`src/rtl/segpage_xlat_pkg.sv`:
```
package segpage_xlat_pkg;
    localparam int SEG_MAJ_W = 8;
    localparam int SEG_MIN_W = 10;
    localparam int PAGE_W    = 6;
    localparam int WORD_W    = 10;
    localparam int FRAME_W   = 14;
    localparam int N_ENTRIES = 16;

    localparam int SEG_W   = SEG_MAJ_W + SEG_MIN_W;
    localparam int KEY_W   = SEG_W + PAGE_W;
    localparam int LADDR_W = KEY_W + WORD_W;
    localparam int PADDR_W = FRAME_W + WORD_W;

    typedef logic [KEY_W-1:0]   key_t;
    typedef logic [FRAME_W-1:0] frame_t;
    typedef logic [WORD_W-1:0]  word_t;
    typedef logic [PADDR_W-1:0] paddr_t;

    typedef struct packed {
        logic [SEG_MAJ_W-1:0] seg_major;
        logic [SEG_MIN_W-1:0] seg_minor;
        logic [PAGE_W-1:0]    page;
        word_t                word;
    } laddr_t;

    typedef struct packed {
        logic   valid;
        key_t   key;
        frame_t frame;
    } entry_t;

    typedef struct packed {
        logic   valid;
        logic   hit;
        logic   miss;
        paddr_t paddr;
        key_t   miss_key;
    } rsp_t;

    function automatic key_t key_of(laddr_t a);
        return {a.seg_major, a.seg_minor, a.page};
    endfunction
endpackage

```
`src/rtl/xlat_entry_array.sv`:
```
module xlat_entry_array
    import segpage_xlat_pkg::*;
#(
    parameter int N  = N_ENTRIES,
    parameter int IW = $clog2(N)
) (
    input  logic          clk,
    input  logic          rst,
    input  logic          flush,
    input  key_t          lk_key,
    output logic          lk_hit,
    output frame_t        lk_frame,
    input  key_t          fl_key,
    output logic          fl_hit,
    output logic [IW-1:0] fl_idx,
    input  logic          wr_en,
    input  logic [IW-1:0] wr_idx,
    input  frame_t        wr_frame,
    output logic [N-1:0]  valid_vec
);
    logic [N-1:0] lk_match;
    logic [N-1:0] fl_match;
    frame_t       frames [N];

    for (genvar g = 0; g < N; g++) begin : g_ent
        entry_t ent_q;
        always_ff @(posedge clk) begin
            if (rst || flush) begin
                ent_q <= '0;
            end else if (wr_en && wr_idx == IW'(g)) begin
                ent_q <= '{valid: 1'b1, key: fl_key, frame: wr_frame};
            end
        end
        assign valid_vec[g] = ent_q.valid;
        assign lk_match[g]  = ent_q.valid && (ent_q.key == lk_key);
        assign fl_match[g]  = ent_q.valid && (ent_q.key == fl_key);
        assign frames[g]    = ent_q.frame;
    end

    always_comb begin
        lk_frame = '0;
        fl_idx   = '0;
        for (int i = 0; i < N; i++) begin
            if (lk_match[i]) lk_frame = lk_frame | frames[i];
            if (fl_match[i]) fl_idx = IW'(i);
        end
    end

    assign lk_hit = |lk_match;
    assign fl_hit = |fl_match;


    unique_key_chk: assert property (@(posedge clk) disable iff (rst)
        $onehot0(lk_match) && $onehot0(fl_match));


    flush_clears_chk: assert property (@(posedge clk) disable iff (rst)
        $past(flush) && $past(!rst) |-> valid_vec == '0);
endmodule

```
`src/rtl/xlat_victim_sel.sv`:
```
module xlat_victim_sel
    import segpage_xlat_pkg::*;
#(
    parameter int N  = N_ENTRIES,
    parameter int IW = $clog2(N)
) (
    input  logic          clk,
    input  logic          rst,
    input  logic [N-1:0]  valid_vec,
    input  logic          alloc,
    output logic [IW-1:0] victim_idx,
    output logic          full
);
    localparam logic [IW-1:0] LAST = IW'(N - 1);

    logic [IW-1:0] ptr_q;
    logic [IW-1:0] free_idx;

    always_comb begin
        free_idx = '0;
        for (int i = N - 1; i >= 0; i--) begin
            if (!valid_vec[i]) free_idx = IW'(i);
        end
    end

    assign full       = &valid_vec;
    assign victim_idx = full ? ptr_q : free_idx;

    always_ff @(posedge clk) begin
        if (rst) begin
            ptr_q <= '0;
        end else if (alloc && full) begin
            ptr_q <= (ptr_q == LAST) ? '0 : ptr_q + 1'b1;
        end
    end


    rr_step_chk: assert property (@(posedge clk) disable iff (rst)
        $past(!rst) && !$stable(ptr_q) |-> $past(alloc && full));


    free_first_chk: assert property (@(posedge clk) disable iff (rst)
        !full |-> !valid_vec[victim_idx]);
endmodule

```
`src/rtl/segpage_xlat_cache.sv`:
```
module segpage_xlat_cache
    import segpage_xlat_pkg::*;
#(
    parameter int N_ENT = N_ENTRIES,
    parameter int IW    = $clog2(N_ENT)
) (
    input  logic                 clk,
    input  logic                 rst,
    input  logic                 flush,
    input  logic                 lk_valid,
    input  logic [LADDR_W-1:0]   lk_addr,
    input  logic                 fill_valid,
    input  logic [KEY_W-1:0]     fill_key,
    input  logic [FRAME_W-1:0]   fill_frame,
    output logic                 rsp_valid,
    output logic                 rsp_hit,
    output logic                 rsp_miss,
    output logic [PADDR_W-1:0]   rsp_paddr,
    output logic [KEY_W-1:0]     rsp_miss_key
);
    laddr_t        la;
    key_t          lk_key;
    logic          arr_hit;
    frame_t        arr_frame;
    logic          fl_hit;
    logic [IW-1:0] fl_idx;
    logic [IW-1:0] victim_idx;
    logic [IW-1:0] wr_idx;
    logic [N_ENT-1:0] valid_vec;
    logic          full;
    logic          fill_acc;
    logic          alloc_new;
    logic          hit_now;
    rsp_t          rsp_q;

    assign la     = laddr_t'(lk_addr);
    assign lk_key = key_of(la);

    assign fill_acc  = fill_valid && !flush;
    assign alloc_new = fill_acc && !fl_hit;
    assign wr_idx    = fl_hit ? fl_idx : victim_idx;

    xlat_entry_array #(.N(N_ENT), .IW(IW)) u_array (
        .clk       (clk),
        .rst       (rst),
        .flush     (flush),
        .lk_key    (lk_key),
        .lk_hit    (arr_hit),
        .lk_frame  (arr_frame),
        .fl_key    (fill_key),
        .fl_hit    (fl_hit),
        .fl_idx    (fl_idx),
        .wr_en     (fill_acc),
        .wr_idx    (wr_idx),
        .wr_frame  (fill_frame),
        .valid_vec (valid_vec)
    );

    xlat_victim_sel #(.N(N_ENT), .IW(IW)) u_victim (
        .clk        (clk),
        .rst        (rst),
        .valid_vec  (valid_vec),
        .alloc      (alloc_new),
        .victim_idx (victim_idx),
        .full       (full)
    );

    assign hit_now = lk_valid && arr_hit && !flush;

    always_ff @(posedge clk) begin
        if (rst) begin
            rsp_q <= '0;
        end else begin
            rsp_q.valid    <= lk_valid;
            rsp_q.hit      <= hit_now;
            rsp_q.miss     <= lk_valid && !hit_now;
            rsp_q.paddr    <= hit_now ? {arr_frame, la.word} : '0;
            rsp_q.miss_key <= (lk_valid && !hit_now) ? lk_key : '0;
        end
    end

    assign rsp_valid    = rsp_q.valid;
    assign rsp_hit      = rsp_q.hit;
    assign rsp_miss     = rsp_q.miss;
    assign rsp_paddr    = rsp_q.paddr;
    assign rsp_miss_key = rsp_q.miss_key;


    hit_miss_excl_chk: assert property (@(posedge clk) disable iff (rst)
        rsp_valid ? (rsp_hit ^ rsp_miss) : !(rsp_hit || rsp_miss));


    flush_lookup_miss_chk: assert property (@(posedge clk) disable iff (rst)
        $past(!rst) && $past(lk_valid && flush) |-> !rsp_hit);


    offset_pass_chk: assert property (@(posedge clk) disable iff (rst)
        $past(!rst) && rsp_hit |-> rsp_paddr[WORD_W-1:0] == $past(lk_addr[WORD_W-1:0]));


    miss_key_chk: assert property (@(posedge clk) disable iff (rst)
        $past(!rst) && rsp_miss |-> rsp_miss_key == $past(lk_addr[LADDR_W-1:WORD_W]) && rsp_paddr == '0);
endmodule

```
`config.mk`:
```
export PLATFORM = sky130hd
export DESIGN_NAME = segpage_xlat_cache
export DESIGN_NICKNAME = d
export VERILOG_FILES = /design/src/rtl/segpage_xlat_pkg.sv /design/src/rtl/xlat_entry_array.sv /design/src/rtl/xlat_victim_sel.sv /design/src/rtl/segpage_xlat_cache.sv
export SDC_FILE = /design/constraint.sdc
export NUM_CORES = 2
export LEC_CHECK = 0
export ABC_AREA = 1
export BUFFER_PORTS_ARGS = -buffer_cell sky130_fd_sc_hd__buf_2
export CELL_PAD_IN_SITES_DETAIL_PLACEMENT = 1
export CELL_PAD_IN_SITES_GLOBAL_PLACEMENT = 2
export CORE_MARGIN = 2
export CORE_UTILIZATION = 35
export DETAILED_ROUTE_END_ITERATION = 10
export PLACE_DENSITY = 0.87
export SETUP_SLACK_MARGIN = 0.4
export SLEW_MARGIN = 15
export SYNTH_ARGS = -nofsm -noshare
export SYNTH_HDL_FRONTEND = slang
export SYNTH_SLANG_ARGS = --single-unit
export TNS_END_PERCENT = 30
```
`constraint.sdc`:
```
create_clock -name clk -period 4.9 [get_ports clk]
set_input_delay 0.49 -clock clk [delete_from_list [all_inputs] [get_ports clk]]
set_output_delay 0.49 -clock clk [all_outputs]
set_load 0.005 [all_outputs]
```
# Yosys cells after proc, flatten, opt, wreduce, memory -nomap -nowiden
# Index checks and enable logic that the tools add are counted.
[word_totals]
inputBits = 77
register_bits = 679
wordCells = 234
output_inout_bits = 51
[classes]
reduce_logical = 64
addsub = 1
muxes = 50
n_eq_ne = 48
bitwise_logic = 17
[op_table]
columns = ["op", "n"]
rows = [
  ["$eq 24x24->1", 32],
  ["$mux 14", 16],
  ["$or 14x14->14", 15],
  ["$mux 4", 27],
  ["$logic_and 1x1->1", 54],
  ["$eq 4x4->1 const B", 9],
  ["$reduce_or 16->1", 2],
  ["$eq 4x3->1 const B", 4],
  ["$reduce_and 16->1", 1],
  ["$mux 3", 4],
  ["$eq 4x2->1 const B", 2],
  ["$add 4x1->4 const B", 1],
  ["$eq 4x1->1 const B", 1],
  ["$logic_not 4->1", 1],
  ["$mux 2", 2],
  ["$reduce_or 2->1", 2],
  ["$logic_not 1->1", 3],
  ["$not 1->1", 2],
  ["$logic_or 1x1->1", 1],
  ["$mux 1", 1],
]

# Logic depth before layout (Yosys ltp)
[logic_depth]
word_depth = 33
ltp_mapped = 30

# Modules after synthesis
# A second synthesis with hierarchy kept.
[unflattened]
hier_cells = 4776
hier_area_um2 = 34964.8
[by_module_without_submodules]
columns = ["module", "cells_each", "instances", "area_each_um2", "seq_area_each_um2"]
rows = [
  ["xlat_entry_array", 4529, 1, 33007.9, 12492.0],
  ["segpage_xlat_cache", 177, 1, 1542.7, 1021.0],
  ["xlat_victim_sel", 70, 1, 414.1, 80.1],
]

# Least setup slack after synthesis
# No wires, ideal clock.
[synth_path]
path_kind = "input -> register"
start = "in fill_key[11]"
end = "reg u_array.g_ent[3].ent_q, in the netlist u_array.frames[168]"
path_buffers = 4
slack_ps = 2068
arrival_ps = 2719
required_time_ps = 4787
stages = 17
path_cell_list = "buf_2 > buf_2 > xor2_1 > nor4_1 > nand3_1 > nor2_1 > nor2_2 > nand2_2 > nor2_4 > nand3_1 > nand3_2 > nor2_2 > nand4_2 > buf_2 > buf_2 > nor2_1 > nor2_1"
[synth_via]
elab_chain_len = 20
word_cells_on_any_way = 51
cone_classes = "eq/ne (17); mux (16); reduce/logical (18)"
[synth_lines]
columns = ["item", "line", "text"]
rows = [
  ["start: declaration", "segpage_xlat_cache.sv:13", "input logic [KEY_W-1:0] fill_key,"],
  ["$eq 24x24->1", "xlat_entry_array.sv:36", "assign fl_match[g] = ent_q.valid && (ent_q.key == fl_key);"],
  ["$logic_and 1x1->1", "xlat_entry_array.sv:36", ""],
  ["$mux 1", "xlat_entry_array.sv:45", "if (fl_match[i]) fl_idx = IW'(i);"],
  ["$mux 2 (2 in series)", "xlat_entry_array.sv:45", ""],
  ["$mux 3 (4 in series)", "xlat_entry_array.sv:45", ""],
  ["$mux 4 (8 in series)", "xlat_entry_array.sv:45", ""],
  ["$mux 4 *", "segpage_xlat_cache.sv:41", "assign wr_idx = fl_hit ? fl_idx : victim_idx;"],
  ["$eq 4x2->1 *", "xlat_entry_array.sv:30", "end else if (wr_en && wr_idx == IW'(g)) begin"],
  ["$logic_and 1x1->1 *", "xlat_entry_array.sv:30", ""],
  ["end signal: assignment", "xlat_entry_array.sv:31", "ent_q <= '{valid: 1'b1, key: fl_key, frame: wr_frame};"],
  ["end: declaration", "xlat_entry_array.sv:26", "entry_t ent_q;"],
]
# Mark *: on every way between the ends. The rest lies on a longest branch, timed or not.
# A chain may end at the register's enable or synchronous reset.

# Final worst setup path
[layout_path]
start = "reg u_array.g_ent[2].ent_q, in the netlist u_array.valid_vec[2]"
end = "reg u_array.g_ent[14].ent_q[36] (netlist bit)"
[layout_via]
elab_chain_len = 18
word_cells_on_any_way = 24
cone_classes = "eq/ne (1); mux (19); reduce/logical (4)"
[layout_lines]
columns = ["item", "line"]
rows = [
  ["start: declaration", "xlat_entry_array.sv:26"],
  ["start signal: assignment", "xlat_entry_array.sv:31"],
  ["$logic_and 1x1->1", "xlat_entry_array.sv:36"],
  ["$mux 2 (2 in series)", "xlat_entry_array.sv:45"],
  ["$mux 3 (4 in series)", "xlat_entry_array.sv:45"],
  ["$mux 4 (8 in series)", "xlat_entry_array.sv:45"],
  ["$mux 4 *", "segpage_xlat_cache.sv:41"],
  ["$eq 4x4->1 *", "xlat_entry_array.sv:30"],
  ["$logic_and 1x1->1 *", "xlat_entry_array.sv:30"],
  ["end signal: assignment", "xlat_entry_array.sv:31"],
  ["end: declaration", "xlat_entry_array.sv:26"],
]
# Marked as above.

==> impl_results.md <==
- Antenna violations before repair: 7
- Fin. Hold Viols: 0
- GP Congestion: between 0.9 and 1
- Count leader, synth: nand2_1
- Die width: ~330 µm
- Clock slew seen by the registers of the worst setup and hold paths: approximately 0.060 ns
- Hold Path Class: in2reg
- H-tree depth: 3
- Port buffer count: 127
- First-pass GRT wire length: 274000 µm
- Power Density: between 300 and 400 nW/µm²
- Final setup vio count: 0
- Critical path required time: approximately 5.5 ns
- Yosys top cell by area: dfxtp_1
- Yosys top cell area share: between 30% and 40%
- Starting Density: around a third
- Vias in the first global route: around 40000
- #FFs+latches synth: 679
- RSZ-0062 raised after global routing: false
- FFs w/ async S/R, synth: 0%
- Remaining Overflow, GRT: 0
- Cells after Synth: roughly 6000
- Cell Area, Synth: about 37000 µm²
- Area contributors post-synth: dfxtp_1, nand2_1, nor2_1, inv_1, o22ai_1
- Max Cap Violations: 0
- Number of buffers added for setup after CTS: 0
- Worst slew pin tran: roughly 1.3 ns
- Crit path max fanout: 36
- CP startpoint kind: flip-flop
- Ys Warns: 0
- Tcrit/Tclk final: around three quarters
- Layout cells sized above 1: around 8.4%
- Failing checks: design-rule violations
- Post-DP HPWL: about 130000 µm
- Die Y: about 330 µm
- Yosys cell types: 43
- Crit. End Element: flip-flop
- Syn-to-layout area delta: 14.87%
- I/O pins: 128
- Setup TNS Final: 0 ns
- Fillers: between 10000 and 15000
- Ys flop type: dfxtp_1
- Syn avg cell area: approximately 6.3 µm²
- Drt total wl: just under 200000 µm
- Most used cell, CP: nand2_1
- EDFF count, synth: 0
- VDD IR max: about 0.00023 V
- Fmax achieved: 0.2745 GHz
- Slew headroom: 15.17%
- Sequential cell area fraction in the yosys report: 36.50%
- Cell at the slowest stage of the critical path: dfxtp_1
- GRT Overall Usage: about a third
- CP max stage delay: about 0.48 ns
- Largest net degree at the start of global routing: 175
- Area after DPL: around 40000 µm²
- Die area: 109000 µm²
- # DRC: 12
- Worst reg2reg setup slack: roughly 1.3 ns
- Routed via count: about 42000
- Clock latency on the worst-skew pair: between 0.6 and 0.7 ns
- Total clock sinks: around 680
- CTS tree: done
- Synth cell count leaders: nand2_1, nor2_1, inv_1
- Fin crit period: 3.643 ns
- Drt pass-1 iters: 11
- Violation count after the first detailed-route iteration: between 4000 and 5000
- Max Buffers Root-to-Sink: 3
- Core footprint: 105400 µm²
- Lkg Pwr: 0.02110 µW
- Row cnt: around 120
- Post-Syn Nets: 6029
- Pins Over Slew Limit: 0
- Nets: a little over 6000
- Crit Path Category: reg2reg
- Routed len/inst: approximately 26 µm
- Total CTS buffers: 84
- Design area: 42780 µm²
- Outcome: finished, violations left
- DRT antenna net count: 0
- Final Skew: ~0.036 ns
- Root Driver: clkbuf_16
- Via-to-Cell Ratio: between 5 and 6
- CP Data Arrival Time: ~4.3 ns
==> worst max-delay path: cells and delay by family (launching register included) <==
family                 cells  cell delay, ns
AND/OR/NAND/NOR           24            2.32
buffers and inverters      2            0.54
AO/OA/AOI/OAI              1            0.17
flip-flops                 1            0.48
==> sequential cells by signal, summed over array words and instances, names as in the netlist <==
register and cells:
rsp_valid 1, u_array.valid_vec 16, u_array.g_ent.ent_q 384, rsp_miss_key 24, rsp_paddr 24, rsp_hit 1
u_array.frames 224, u_victim.ptr_q 4, rsp_miss 1
==> logic make-up after synthesis <==
group,Yosys count,share of synthesized area (%)
compound gates,644,11.22
xor+xnor,212,4.986
buf+inv,1141,12.43
flops,679,36.50
fa+ha+maj,1,0.03359
simple gates,3274,34.83
==> layer usage <==
layer | routed length [µm] | global-route usage (%) | up-vias
met2 | 80110 | 51.00 | 2113
met5 | 13 | 0 | -
met3 | 19490 | 7.735 | 543
li1 | - | - | 18550
met4 | 10880 | 16.92 | 2
met1 | 81700 | 46.72 | 20360
==> cell type report <==
type | count | area [µm²] | area share [%]
antenna | 2 | 5.005 | 0.01170
clock buffer | 126 | 2460 | 5.750
clock inverter | 25 | 376.6 | 0.8803
inverter | 736 | 2763 | 6.458
multi-input combinational | 4131 | 19160 | 44.79
sequential | 679 | 13590 | 31.77
tap | 1391 | 1740 | 4.068
timing repair buffer | 323 | 2683 | 6.271
==> per-stage QoR <==
stage	util, %	instances	total power (µW)	hold WS, ns	setup WS [ns]
after floorplan	-	5951	6253	0.4520	2.068
after global placement	37.79	7250	6876	0.4968	0.7376
after detailed placement	37.79	7250	6879	0.5080	0.7020
after CTS	40.58	7411	13410	0.06065	1.370
after global routing	40.58	7411	13690	0.07455	1.007
final	40.58	7413	13400	0.09063	1.257
==> where the power goes <==
group	leakage (µW)	switching [µW]	internal, µW
clock network	0.00139	2710	3850
registers	0.00547	13.0	5540
logic	0.0142	986	293
total	0.0211	3710	9680
==> what timing repair did <==
action / 4_1_cts / 5_1_grt
hold buffers: 10 / 0
resized for setup: 0 / 0
endpoints found under the setup margin: 0 / 0
endpoints found under the hold margin: 10 / 0
==> final timing paths <==
check                                     startpoint                           to  cells past startpoint
worst min-delay path                        lk_valid                    rsp_valid                      3
worst max register to register  u_array.valid_vec[2]  u_array.g_ent[14].ent_q[36]                     27
worst max-delay path            u_array.valid_vec[2]  u_array.g_ent[14].ent_q[36]                     27
worst min register to register    u_array.frames[91]           u_array.frames[91]                      4
==> cell usage in the layout, fill, tap and decap left out, drive strengths merged, types with 6 or more instances in the layout <==
master       instances
nor4                77
xnor2               85
or4                 11
inv                732
clkinv              20
nand3               63
xor2               127
a221oi              92
nor3                26
nor2              1458
nand2             1565
nand4               64
o22ai              408
a21oi               51
dlygate4sd3         10
o2111ai              7
buf                313
bufinv               7
dfxtp              679
clkbuf             126
a211oi               6
o21ai               65
Power figures use the tool's default switching activity.
